==> src/rtl/acc_alu_pkg.sv <==
package acc_alu_pkg;
  localparam int unsigned NIB_W  = 4;
  localparam int unsigned DATA_W = 2 * NIB_W;
  localparam int unsigned OP_W   = 4;

  typedef enum logic [OP_W-1:0] {
    OP_ADD  = 4'd0,
    OP_ADDC = 4'd1,
    OP_SUBB = 4'd2,
    OP_INC  = 4'd3,
    OP_DEC  = 4'd4,
    OP_AND  = 4'd5,
    OP_OR   = 4'd6,
    OP_XOR  = 4'd7,
    OP_CLR  = 4'd8,
    OP_CPL  = 4'd9,
    OP_RL   = 4'd10,
    OP_RLC  = 4'd11,
    OP_RR   = 4'd12,
    OP_RRC  = 4'd13,
    OP_SWAP = 4'd14,
    OP_DA   = 4'd15
  } alu_op_e;
endpackage

==> src/rtl/acc_alu_addsub.sv <==
module acc_alu_addsub #(
  parameter int unsigned NIB = 4,
  localparam int unsigned W  = 2 * NIB
) (
  input  logic [W-1:0] a_i,
  input  logic [W-1:0] b_i,
  input  logic         cin_i,
  input  logic         sub_i,
  output logic [W-1:0] sum_o,
  output logic         c7_o,
  output logic         c3_o,
  output logic         ov_o
);
  logic [NIB:0] low_part;
  logic [W-1:0] mid_part;
  logic [W:0]   full_part;

  always_comb begin
    if (sub_i) begin
      low_part  = {1'b0, a_i[NIB-1:0]} - {1'b0, b_i[NIB-1:0]} - {{NIB{1'b0}}, cin_i};
      mid_part  = {1'b0, a_i[W-2:0]} - {1'b0, b_i[W-2:0]} - {{(W-1){1'b0}}, cin_i};
      full_part = {1'b0, a_i} - {1'b0, b_i} - {{W{1'b0}}, cin_i};
    end else begin
      low_part  = {1'b0, a_i[NIB-1:0]} + {1'b0, b_i[NIB-1:0]} + {{NIB{1'b0}}, cin_i};
      mid_part  = {1'b0, a_i[W-2:0]} + {1'b0, b_i[W-2:0]} + {{(W-1){1'b0}}, cin_i};
      full_part = {1'b0, a_i} + {1'b0, b_i} + {{W{1'b0}}, cin_i};
    end
  end

  assign sum_o = full_part[W-1:0];
  assign c7_o  = full_part[W];
  assign c3_o  = low_part[NIB];
  assign ov_o  = full_part[W] ^ mid_part[W-1];
endmodule

==> src/rtl/acc_alu_shuffle.sv <==
module acc_alu_shuffle #(
  parameter int unsigned NIB = 4,
  localparam int unsigned W  = 2 * NIB
) (
  input  logic [3:0]   op_i,
  input  logic [W-1:0] a_i,
  input  logic [W-1:0] b_i,
  input  logic         cy_i,
  output logic [W-1:0] res_o,
  output logic         cy_o
);
  import acc_alu_pkg::*;

  logic [W-1:0] and_v, or_v, xor_v;

  for (genvar g = 0; g < W; g++) begin : g_bitwise
    assign and_v[g] = a_i[g] & b_i[g];
    assign or_v[g]  = a_i[g] | b_i[g];
    assign xor_v[g] = a_i[g] ^ b_i[g];
  end

  always_comb begin
    res_o = a_i;
    cy_o  = cy_i;
    case (alu_op_e'(op_i))
      OP_AND:  res_o = and_v;
      OP_OR:   res_o = or_v;
      OP_XOR:  res_o = xor_v;
      OP_CLR:  res_o = '0;
      OP_CPL:  res_o = ~a_i;
      OP_RL:   res_o = {a_i[W-2:0], a_i[W-1]};
      OP_RR:   res_o = {a_i[0], a_i[W-1:1]};
      OP_RLC: begin
        res_o = {a_i[W-2:0], cy_i};
        cy_o  = a_i[W-1];
      end
      OP_RRC: begin
        res_o = {cy_i, a_i[W-1:1]};
        cy_o  = a_i[0];
      end
      OP_SWAP: res_o = {a_i[NIB-1:0], a_i[W-1:NIB]};
      default: res_o = a_i;
    endcase
  end
endmodule

==> src/rtl/acc_alu_decadj.sv <==
module acc_alu_decadj #(
  parameter int unsigned NIB = 4,
  localparam int unsigned W  = 2 * NIB
) (
  input  logic [W-1:0] a_i,
  input  logic         cy_i,
  input  logic         ac_i,
  output logic [W-1:0] res_o,
  output logic         cy_o
);
  localparam logic [NIB-1:0] DIGIT_MAX = NIB'(9);
  localparam logic [W:0]     LOW_ADD   = (W+1)'(6);
  localparam logic [W:0]     HIGH_ADD  = (W+1)'(6) << NIB;

  logic         low_fix, high_fix;
  logic [W:0]   step1, step2;

  always_comb begin
    low_fix  = (a_i[NIB-1:0] > DIGIT_MAX) | ac_i;
    step1    = {1'b0, a_i} + (low_fix ? LOW_ADD : '0);
    high_fix = (step1[W-1:NIB] > DIGIT_MAX) | cy_i | step1[W];
    step2    = {1'b0, step1[W-1:0]} + (high_fix ? HIGH_ADD : '0);
  end

  assign res_o = step2[W-1:0];
  assign cy_o  = cy_i | step1[W] | step2[W];
endmodule

==> src/rtl/acc_alu_top.sv <==
module acc_alu_top #(
  parameter int unsigned NIB = 4,
  localparam int unsigned W  = 2 * NIB
) (
  input  logic [W-1:0] acc_i,
  input  logic [W-1:0] src_i,
  input  logic         cy_i,
  input  logic         ac_i,
  input  logic [3:0]   op_i,
  output logic [W-1:0] res_o,
  output logic         cy_o,
  output logic         ac_o,
  output logic         ov_o,
  output logic         cy_we_o,
  output logic         ac_we_o,
  output logic         ov_we_o
);
  import acc_alu_pkg::*;

  localparam logic [W-1:0] ONE = W'(1);

  alu_op_e      op;
  logic [W-1:0] as_b;
  logic         as_cin, as_sub;
  logic [W-1:0] as_sum, sh_res, da_res;
  logic         as_c7, as_c3, as_ov, sh_cy, da_cy;

  assign op = alu_op_e'(op_i);

  always_comb begin
    as_b   = src_i;
    as_cin = 1'b0;
    as_sub = 1'b0;
    case (op)
      OP_ADDC: as_cin = cy_i;
      OP_SUBB: begin
        as_cin = cy_i;
        as_sub = 1'b1;
      end
      OP_INC:  as_b = ONE;
      OP_DEC: begin
        as_b   = ONE;
        as_sub = 1'b1;
      end
      default: ;
    endcase
  end

  acc_alu_addsub #(.NIB(NIB)) u_addsub (
    .a_i(acc_i), .b_i(as_b), .cin_i(as_cin), .sub_i(as_sub),
    .sum_o(as_sum), .c7_o(as_c7), .c3_o(as_c3), .ov_o(as_ov)
  );

  acc_alu_shuffle #(.NIB(NIB)) u_shuffle (
    .op_i(op_i), .a_i(acc_i), .b_i(src_i), .cy_i(cy_i),
    .res_o(sh_res), .cy_o(sh_cy)
  );

  acc_alu_decadj #(.NIB(NIB)) u_decadj (
    .a_i(acc_i), .cy_i(cy_i), .ac_i(ac_i),
    .res_o(da_res), .cy_o(da_cy)
  );

  always_comb begin
    res_o   = sh_res;
    cy_o    = cy_i;
    ac_o    = ac_i;
    ov_o    = 1'b0;
    cy_we_o = 1'b0;
    ac_we_o = 1'b0;
    ov_we_o = 1'b0;
    case (op)
      OP_ADD, OP_ADDC, OP_SUBB: begin
        res_o   = as_sum;
        cy_o    = as_c7;
        ac_o    = as_c3;
        ov_o    = as_ov;
        cy_we_o = 1'b1;
        ac_we_o = 1'b1;
        ov_we_o = 1'b1;
      end
      OP_INC, OP_DEC: res_o = as_sum;
      OP_RLC, OP_RRC: begin
        cy_o    = sh_cy;
        cy_we_o = 1'b1;
      end
      OP_DA: begin
        res_o   = da_res;
        cy_o    = da_cy;
        cy_we_o = 1'b1;
      end
      default: ;
    endcase
  end
endmodule

==> config.mk <==
export PLATFORM = sky130hd
export DESIGN_NAME = acc_alu_top
export DESIGN_NICKNAME = d
export VERILOG_FILES = /design/src/rtl/acc_alu_pkg.sv /design/src/rtl/acc_alu_addsub.sv /design/src/rtl/acc_alu_shuffle.sv /design/src/rtl/acc_alu_decadj.sv /design/src/rtl/acc_alu_top.sv
export SDC_FILE = /design/constraint.sdc
export NUM_CORES = 1
export LEC_CHECK = 0
export ABC_AREA = 0
export BUFFER_PORTS_ARGS = -buffer_cell sky130_fd_sc_hd__buf_2
export CORE_AREA = 2 2 56 71
export DETAILED_ROUTE_END_ITERATION = 8
export DIE_AREA = 0 0 58 73
export MAX_ROUTING_LAYER = met4
export PLACE_DENSITY = 0.86
export REMOVE_ABC_BUFFERS = 1
export SLEW_MARGIN = 0
export SYNTH_ARGS = -nofsm -noshare
export SYNTH_HDL_FRONTEND = slang
export SYNTH_SLANG_ARGS = --single-unit
==> constraint.sdc <==
create_clock -name vclk -period 14.1
set_input_delay 2.82 -clock vclk [all_inputs]
set_output_delay 2.82 -clock vclk [all_outputs]
set_load 0.01 [all_outputs]
# Yosys cells after proc, flatten, opt, wreduce, memory -nomap -nowiden
# Index checks and enable logic that the tools add are counted.
[op_classes]
addsub = 14
n_mul = 0
div_mod_pow = 0
magnitude_cmp = 2
eq_ne = 15
shift = 0
n_mux = 16
n_bitwise = 31
reduce_logical = 8
[ops]
columns = ["op", "n"]
rows = [
  ["case mux 8 bit (10 select lines)", 1],
  ["equality test 4 bit, second input constant", 8],
  ["adder 8 x 9 -> 9 bit", 2],
  ["equality test 4 x 3 -> 1 bit, second input constant", 4],
  ["two-way mux 8 bit", 2],
  ["case mux 8 bit (2 select lines)", 1],
  ["bitwise OR 1 bit", 13],
  ["adder 8 x 8 -> 9 bit", 1],
  ["adder 9 x 1 -> 9 bit", 1],
  ["two-way mux 9 bit", 1],
  ["subtractor 8 x 8 -> 9 bit", 1],
  ["subtractor 9 x 1 -> 9 bit", 1],
  ["XOR 1 bit", 9],
  ["adder 7 x 7 -> 8 bit", 1],
  ["adder 8 x 1 -> 8 bit", 1],
  ["bitwise AND 1 bit", 8],
  ["equality test 4 x 2 -> 1 bit, second input constant", 2],
  ["> comparator 4 bit, second input constant", 2],
  ["NOT 8 bit", 1],
  ["OR reduction 2 bit", 4],
  ["subtractor 7 x 7 -> 8 bit", 1],
  ["subtractor 8 x 1 -> 8 bit", 1],
  ["two-way mux 7 bit", 1],
  ["two-way mux 1 bit", 6],
  ["13 further kinds", 13],
]
[totals]
ff_bits = 0
latch_bits = 0
mem_bits_rw = 0
romBits = 0
inputBits = 22
out_inout_bits = 14
elab_cells = 86
n_memories = 0

# Longest topological paths before layout
# Gate-level depths: netlist (run 1).
[logic_depth]
depth_word = 11
mapped_depth = 17
ltp_nobuf = 15

# By module
# From an unflattened synthesis (run 1), not the netlist that was laid out.
[hier_totals]
hier_cells = 395
area_unflattened_um2 = 2859.0
[by_module_without_submodules]
columns = ["module", "instances", "cells_each", "area_each_um2", "seq_area_each_um2"]
rows = [
  ["acc_alu_shuffle", 1, 147, 1017.2, 0.0],
  ["acc_alu_addsub", 1, 128, 978.4, 0.0],
  ["acc_alu_decadj", 1, 62, 449.2, 0.0],
  ["acc_alu_top", 1, 58, 414.1, 0.0],
]

# Least setup slack after synthesis (run 1)
# Ideal clock, no wire load.
[synth_path]
kind = "in2out"
from = "in op_i[0]"
to = "out cy_o"
t_arrival_ns = 6.085
t_required_ns = 11.280
setup_slack_ns = 5.195
stages = 15
n_path_buf = 2
cell_sequence = "buf_2 buf_1 nand2_1 nor2_1 a21oi_1 o21ai_0 inv_1 fa_1 fa_1 o21bai_2 a21oi_2 o31a_1 or3_1 a32o_1 a221oi_2"
[synth_between]
elab_chain_cells = 7
word_cells_on_any_way = 23
cone_classes = "4 x add/sub; 7 x eq/ne; 6 x mux; 6 x reduce/logical"
[synth_rtl]
columns = ["item", "line", "source"]
rows = [
  ["start, declared", "acc_alu_top.sv:9", "input logic [3:0] op_i,"],
  ["equality test 4 x 2 -> 1 bit or equality test 4 x 3 -> 1 bit (tied branches)", "acc_alu_top.sv:34", "case (op)"],
  ["OR reduction 2 bit (no line)", "n/a", ""],
  ["two-way mux 8 bit", "acc_alu_top.sv:34", ""],
  ["adder 8 x 8 -> 9 bit or subtractor 8 x 8 -> 9 bit (tied branches)", "acc_alu_addsub.sv:26, acc_alu_addsub.sv:22", ""],
  ["adder 9 x 1 -> 9 bit or subtractor 9 x 1 -> 9 bit (tied branches)", "acc_alu_addsub.sv:26, acc_alu_addsub.sv:22", ""],
  ["two-way mux 9 bit", "acc_alu_addsub.sv:19", "if (sub_i) begin"],
  ["case mux 1 bit (3 select lines) *", "acc_alu_top.sv:72", "case (op)"],
  ["end, declared", "acc_alu_top.sv:11", "output logic cy_o,"],
]
# Mark *: on every way between the ends. The rest lies on a longest branch, timed or not.

# Worst setup path in the final report (run 1)
# Ends and elaborated chain as after synthesis.

==> impl_metrics.tcl, run 1 <==
set metrics [dict create \
    gp_congestion 0.972 \
    cp.required_ps 11280 \
    wl_per_cell_um 16.0 \
    grt_pass1_vias 2233 \
    num_io_pins 36 \
    ir_drop_v 0.0000297 \
    power_density_nw_per_um2 46.4 \
    portBuffers 36 \
    yosysTopAreaCell "ha_1" \
    die_x_um 58 \
    drive_gt1_share_pct 13.2 \
    crit_type "input pin to output pin" \
    syn_avg_cell_area_sq_um 6.96 \
    slew_violations 0 \
    period_share_pct 65.6 \
    design_power_total_mw 0.109 \
    drt_first_iter_violations 141 \
    end_kind "output pin" \
    cpMaxStageDelayCell "fa_1" \
    syn_to_final_growth_pct 7.47 \
    worstPathCellList "buf_2 -> and2_1 -> or3_1 -> inv_1 -> nand3_1 -> fa_1 -> fa_1 -> o21bai_2 -> a21oi_2 -> o31a_1 -> or3_1 -> a32o_1 -> a221oi_2 -> buf_2" \
    syn_area_sq_um 2180 \
    cts_setup_buffers 0 \
    finalHoldViolCount 0 \
    max_cap_violations 0 \
    regArea_sq_um 0 \
    cp_max_fo 30 \
    grt_pass1_wl_mm 9.87 \
    antenna_left 0 \
    post-synth-top-area-fraction_pct 23.5 \
    initial_core_util_pct 60.0 \
    ys_types 54 \
    cts_resized 0 \
    min_to "ac_o" \
    core_area_sq_um 3630 \
    synthCells 313 \
    multi_input_area_sq_um 1980 \
    antenna_found_initial 0 \
    fin_nets 403 \
    startpoint_type "input pin" \
    rows 25 \
    drt-total-wl_mm 5.96 \
    die_h_um 73 \
    num_vias 2397 \
    ys_seq_area_share_pct 0 \
    hp-start "ac_i" \
    synth.area.top_cells "ha_1 (24%), xnor2_1 (6.8%), inv_1 (5.9%)" \
    fin_util_pct 64.5 \
    setup_viol 0 \
    overflow 0 \
    relSlewSlack_pct 37.0 \
    outcome "finished clean" \
    seq_cells 0 \
    rsz0062_at_grt "false" \
    grt_usage_pct 29.6 \
    hpwlAfterDp_mm 4.91 \
    drt-pass1-iter-count 5 \
    clkbuf_count 0 \
    slowest_delay_ps 420 \
    power.leakage_nw 1.13 \
    die_area_sq_um 4230 \
    holdPathStages 4 \
    post-route-drc-count 0 \
    worstMarginPinSlew_ps 942 \
    antenna_cells 0 \
    fillers 342 \
    hp-class "input pin to output pin" \
    synth_warnings 0 \
    cts_hold_buf 0 \
    fin_tns_setup_ps 0 \
    period_needed_ps 9250 \
    grt_max_degree 38 \
    worstPathArrival_ps 6430 \
    max_freq_ghz 0.108 \
    avgViaCountPerCell 6.43 \
]
## synth_stat cells (all sizes together) (2+ instances only)
cell    count
xnor2      17
xor2        6
o221ai      3
nor2       29
mux2i       8
nand2      33
o41ai       2
o211ai      4
a221oi      2
buf         6
inv        34
a21oi      20
nand3      11
o31ai       3
clkbuf     10
nor3        3
a31oi       7
nand2b      4
fa          5
or3         5
o32ai       4
a221o       3
nor2b       4
nand3b      2
nor4b       2
ha         41
o22ai       3
o21bai      2
a21o        3
a22oi       5
o21ai      16
## per-layer routing
| metal | GRT usage [%] | part of all wire, % |
|---|---|---|
| met1 | 35.0 | 40 |
| met2 | 51.5 | 50 |
| met3 | 2.13 | 6.5 |
| met4 | 11.9 | 3.7 |
| met5 | - | 0 |
## cell usage in the layout (no fill, tap or decap), types with 5 or more instances in the layout
master	netlist	final
buf_2	3	36
inv_1	34	34
or3_1	5	5
xor2_1	6	6
o21ai_0	16	16
fa_1	5	5
a31oi_1	6	6
nand2_1	33	33
ha_1	41	41
nand3_1	11	11
nor2_1	29	29
a21oi_1	19	19
mux2i_1	8	8
xnor2_1	17	17
a22oi_1	5	5
## stage by stage
stage | worst slack (ps) | hold slack (ps) | area [sq um] | cells
after detailed placement | 4890 | 5930 | 2340 | 373
after CTS | 4880 | 5930 | 2340 | 373
final | 4850 | 5920 | 2340 | 373
after global placement | 4940 | 5940 | 2340 | 373
after floorplan | 5410 | 5750 | 2110 | 297
after global routing | 4580 | 5950 | 2340 | 373
## cell families (layout without fill, tap and decap cells)
logic type                 Yosys count  in the layout  share of synthesized area (%)
AOI/OAI and AO/OA                   88             88                           29.1
xor gates and xnor gates            23             23                           9.25
adders and majority gates           46             46                           28.1
and+or+nand+nor                     97             97                           20.4
buffers and inverters               50             70                           8.96
muxes                                9              9                           4.19
## worst max path at each step
stage                      end  slack, ps  depth (start not counted)    start
after global routing      ov_o       4580                         17  op_i[0]
final                     cy_o       4850                         14  op_i[0]
after floorplan           cy_o       5410                         12  op_i[0]
after CTS                 cy_o       4880                         14  op_i[0]
after global placement    ov_o       4940                         15  op_i[0]
after detailed placement  cy_o       4890                         14  op_i[0]
## critical path, delay by kind of cell
| family | cells | cell delay [ps] |
|---|---|---|
| AND/OR/NAND/NOR | 4 | 1100 |
| AO/OA/AOI/OAI | 5 | 1070 |
| buffers and inverters | 3 | 590 |
| adder cells (fa/ha/maj) | 2 | 830 |
## layout make-up
| cell class | count | share of cell area [%] |
|---|---|---|
| inverter | 34 | 5.45 |
| multi-input combinational | 263 | 84.7 |
| tap | 40 | 2.14 |
| timing repair buffer | 36 | 7.70 |
## report_power, final
group | leakage, nW | internal, mW | switching, mW
combinational | 1.13 | 0.0452 | 0.0634
clock | 0 | 0 | 0
sequential | 0 | 0 | 0
total | 1.13 | 0.0452 | 0.0634
(Power assumes the default switching activity.)
==> run 2, diff against run 1 <==
- ABC_AREA: 0 -> 1
- CORE_AREA: 2 2 56 71 -> 2 2 59 75
- DIE_AREA: 0 0 58 73 -> 0 0 61 77
- PLACE_DENSITY: 0.86 -> 0.79
- clock period: 14.1 -> 8.45 ns (I/O delays scaled with it)
==> run 2 against run 1 <==
Core utilization fell by 5.4 points. Flip-flop and latch count unchanged. Area after synthesis decreased by 2.2%. Non-clock buffer count stayed put. First-iteration DRC count is 27% higher. Synthesized cell count increased by 19%. Global-route usage grew 1.2 points. Sequential share of layout area did not move. Power rose by 50%. Critical path depth up 3.
==> impl_metrics.tcl, run 2 <==
set metrics [dict create \
    outcome "finished clean" \
    synth_warnings 0 \
    drt-total-wl_mm 6.66 \
    syn_to_final_growth_pct 11.0 \
    worstMarginPinSlew_ps 648 \
    fin_cells 461 \
    power.leakage_nw 1.33 \
    antenna_cells 0 \
    overflow 0 \
    die_h_um 77 \
    grt_pass1_vias 2483 \
    hpwlAfterDp_mm 5.59 \
    fin_tns_setup_ps 0 \
    portBuffers 36 \
    synth.area.top_cells "ha_1 (24%), nand2_1 (17%), inv_1 (13%)" \
    finalHoldViolCount 0 \
    syn_area_sq_um 2130 \
    swShare_pct 64.5 \
    critPathTopFamily "compound AO/OA/AOI/OAI gates" \
    cpMaxStageDelayCell "a21oi_1" \
    path_buf_inv 3 \
    period_needed_ps 6540 \
    slowest_delay_ps 530 \
    num_vias 2597 \
    ir_drop_v 0.0000308 \
    slew_violations 0 \
    num_io_pins 36 \
    comb_power_share_pct 100.0 \
    rows 26 \
    ys_seq_area_share_pct 0 \
    synthCells 371 \
    relSlewSlack_pct 56.6 \
    cp_max_fo 8 \
    netSwitchingPower_mw 0.105 \
    grt_max_degree 13 \
    clkbuf_count 0 \
    yosysTopAreaCell "ha_1" \
    ys_types 34 \
    hp-start "ac_i" \
    fin_nets 475 \
    final_common_cell "nand2_1" \
    core_area_sq_um 4000 \
    cts_setup_buffers 0 \
    cpMostUsedCell "nand2_1" \
    cp.depth 17 \
    seqPwrFrac_pct 0 \
    cts_hold_buf 0 \
    cp.required_ps 6760 \
    end_kind "output pin" \
    yosys-top-cells-count "nand2_1 (95), inv_1 (72), ha_1 (41), nor2_1 (34), o21ai_0 (24)" \
    syn_avg_cell_area_sq_um 5.74 \
    fin_util_pct 59.1 \
    crit_type "input pin to output pin" \
    startpoint_type "input pin" \
    setup_ws_ps 1910 \
    die_x_um 61 \
    grt_pass1_wl_mm 11.2 \
    holdPathStages 4 \
    mostFrequentLayoutCells "nand2_1 (95), inv_1 (72), ha_1 (41)" \
    drive_gt1_share_pct 10.9 \
    seq_cells 0 \
    internal_power_mw 0.0577 \
    dp_cells 461 \
    pwr-share-clk_pct 0 \
    yosysMostFrequentCell "nand2_1" \
    setup_viol 0 \
    regArea_sq_um 0 \
    crit_start "op_i[1]" \
    max_cap_violations 0 \
    gp_congestion 1.01 \
    worstPathCellList "buf_2 -> nor2_1 -> o21ai_2 -> a21oi_1 -> nor2_1 -> ha_1 -> inv_1 -> ha_1 -> o21ai_0 -> nand2_1 -> a21oi_1 -> o21ai_0 -> xor2_1 -> nand2_1 -> nand2_1 -> nand2_1 -> buf_2" \
    die_area_sq_um 4700 \
    max_freq_ghz 0.153 \
    hp-class "input pin to output pin" \
    power_density_nw_per_um2 68.8 \
    antenna_found_initial 0 \
    drt-pass1-iter-count 5 \
    grt_usage_pct 30.8 \
    worstPathArrival_ps 4850 \
    post-route-drc-count 0 \
    drt_first_iter_violations 179 \
    post-synth-top-area-fraction_pct 24.1 \
    avgViaCountPerCell 5.63 \
    period_share_pct 77.4 \
    initial_core_util_pct 53.2 \
    place_ws_ps 2000 \
    antenna_left 0 \
    rsz0062_at_grt "false" \
    cts_resized 0 \
    wl_per_cell_um 14.5 \
]
run 2: cell count changes in the layout (fill, tap and decap cells not counted), sizes merged, moves of 10 or more:
cell | before | now
inv | 34 | 73
nand3 | 11 | 23
nand2 | 33 | 96
xnor2 | 17 | 1
o21ai | 16 | 26
run 2: area by class of cell:
type	count	area [sq um]
well taps	56	70.1
fillers	430	1640
repair buffers	36	180
multi-input cells	296	1840
inverters	73	274
run 2: worst paths after layout:
kind | endpoint
setup / recovery | res_o[6]
hold / removal | ac_o
run 2: power groups by stage:
stage	clock network, mW	logic (mW)	registers [mW]
6_report	0	0.163	0
5_1_grt	0	0.185	0
4_1_cts	0	0.160	0
3_5_place_dp	0	0.159	0
3_3_place_gp	0	0.157	0
2_1_floorplan	0	0.111	0
run 2: metrics by stage:
stage	hold WS, ps	total power [mW]	cell area, sq um
final	3780	0.163	2360
after global routing	3800	0.185	2360
after CTS	3770	0.160	2360
after detailed placement	3770	0.159	2360
after global placement	3760	0.157	2360
after floorplan	3540	0.111	2110
run 2: cell families (layout without fill, tap and decap cells):
family	after synthesis	in the layout	synth area share, %
AND/OR/NAND/NOR	173	173	34.4
buffers and inverters	75	109	13.6
AO/OA/AOI/OAI	69	69	19.9
adder cells (fa/ha/maj)	46	46	28.8
XOR/XNOR	8	8	3.29
run 2: metal layers:
metal / up-vias / routed length [um] / part of all wire [%] / GRT usage (%)
li1: 1296 / - / - / -
met1: 1174 / 2780 / 42 / 37.8
met2: 110 / 3330 / 50 / 53.7
met3: 17 / 366 / 5.5 / 1.01
met4: 0 / 182 / 2.7 / 8.26
met5: - / 0 / 0 / -
==> run 3, diff against run 2 <==
- CORE_AREA: 2 2 59 75 -> 2 2 56 72
- DIE_AREA: 0 0 61 77 -> 0 0 58 74
- PLACE_DENSITY: 0.79 -> 0.83
- clock period: 8.45 -> 6.39 ns (I/O delays scaled with it)
==> run 3 against run 2 <==
Power up 33%. First-iteration DRC count down 18%. Final cell count down 3.5%. Non-clock buffer count unchanged. Sequential share of layout area unchanged. Core utilization up 5.5 points. Critical path depth up 1. Routed wire length up 1.3%. Combinational power up 33%. Die area down 8.6%. Critical path type unchanged.
==> impl_metrics.tcl, run 3 (synthesis results as in run 2) <==
set metrics [dict create \
    cts_resized 0 \
    fin_util_pct 64.6 \
    max_freq_ghz 0.171 \
    grt_usage_pct 32.8 \
    die_area_sq_um 4290 \
    cts_hold_buf 0 \
    critPathTopFamily "simple AND/OR/NAND/NOR gates" \
    cpMaxStageDelayCell "a21oi_1" \
    final_common_cell "nand2_1" \
    rows 25 \
    power.leakage_nw 1.33 \
    place_ws_ps 705 \
    drt-pass1-iter-count 5 \
    setup_viol 0 \
    drt_first_iter_violations 146 \
    cp.depth 18 \
    multi_input_area_sq_um 1840 \
    relSlewSlack_pct 53.4 \
    initial_core_util_pct 58.7 \
    worstPathCellList "buf_2 -> nor2_1 -> o21ai_2 -> a21oi_1 -> nor2_1 -> fa_1 -> fa_1 -> nand3b_1 -> nand2_1 -> nand2_1 -> nand2_1 -> nand2_1 -> nand2_1 -> xor2_1 -> a21oi_1 -> nand2_1 -> nand2_1 -> buf_2" \
    rsz0062_at_grt "false" \
    syn_to_final_growth_pct 10.1 \
    mostFrequentLayoutCells "nand2_1 (95), inv_1 (72), ha_1 (41)" \
    setup_ws_ps 547 \
    timing.hold.ws_ps 2960 \
    end_kind "output pin" \
    avgViaCountPerCell 5.97 \
    regArea_sq_um 0 \
    antenna_cells 0 \
    num_io_pins 36 \
    cp.required_ps 5110 \
    worstPathArrival_ps 4570 \
    hp-start "ac_i" \
    grt_pass1_wl_mm 10.8 \
    cp_max_fo 8 \
    holdPathStages 4 \
    place_area_sq_um 2340 \
    slowest_delay_ps 580 \
    fillers 393 \
    dp_cells 445 \
    seq_cells 0 \
    drive_gt1_share_pct 10.9 \
    fin_tns_setup_ps 0 \
    fin_cells 445 \
    crit_type "input pin to output pin" \
    cpMostUsedCell "nand2_1" \
    worstMarginPinSlew_ps 699 \
    fin_nets 475 \
    period_share_pct 91.4 \
    outcome "finished clean" \
    die_h_um 74 \
    antenna_found_initial 0 \
    clkbuf_count 0 \
    core_area_sq_um 3630 \
    hp-class "input pin to output pin" \
    startpoint_type "input pin" \
    grt_max_degree 13 \
    path_buf_inv 2 \
    portBuffers 36 \
    design_power_total_mw 0.217 \
    stdcell_area_sq_um 2340 \
    drt-total-wl_mm 6.75 \
    hpwlAfterDp_mm 5.62 \
    ir_drop_v 0.0000584 \
    die_x_um 58 \
    grt_pass1_vias 2520 \
    wl_per_cell_um 15.2 \
    min_to "ac_o" \
    overflow 0 \
    period_needed_ps 5840 \
    antenna_left 0 \
    power_density_nw_per_um2 92.5 \
    slew_violations 0 \
    finalHoldViolCount 0 \
    num_vias 2658 \
    max_cap_violations 0 \
    cts_setup_buffers 0 \
    post-route-drc-count 0 \
    gp_congestion 1.00 \
]
[run 3: report_power, final]
group          switching [mW]  internal, mW
Clock                       0             0
Sequential                  0             0
Combinational           0.140        0.0767
Total                   0.140        0.0767
[run 3: worst min-delay path, delay by kind of cell]
kind / cells / cell delay [ps]
buffers and inverters: 3 / 300
AOI/OAI and AO/OA: 1 / 100
[run 3: routing by layer]
| layer | wire (um) | global-route usage, % |
|---|---|---|
| met1 | 2650 | 36.6 |
| met2 | 3260 | 58.5 |
| met3 | 527 | 3.48 |
| met4 | 311 | 14.5 |
| met5 | 0 | - |
[run 3: cell type report]
type,count,share of cell area (%)
Inverter,73,11.7
Timing Repair Buffer,36,7.68
Tap cell,40,2.13
Multi-Input combinational cell,296,78.5
[run 3: how the worst max path moves through the flow]
stage	from	endpoint	slack, ps
after floorplan	op_i[1]	ov_o	1410
after global placement	op_i[1]	res_o[6]	720
after detailed placement	op_i[1]	res_o[6]	710
after CTS	op_i[1]	res_o[6]	680
after global routing	op_i[1]	ov_o	280
final	op_i[1]	res_o[6]	550
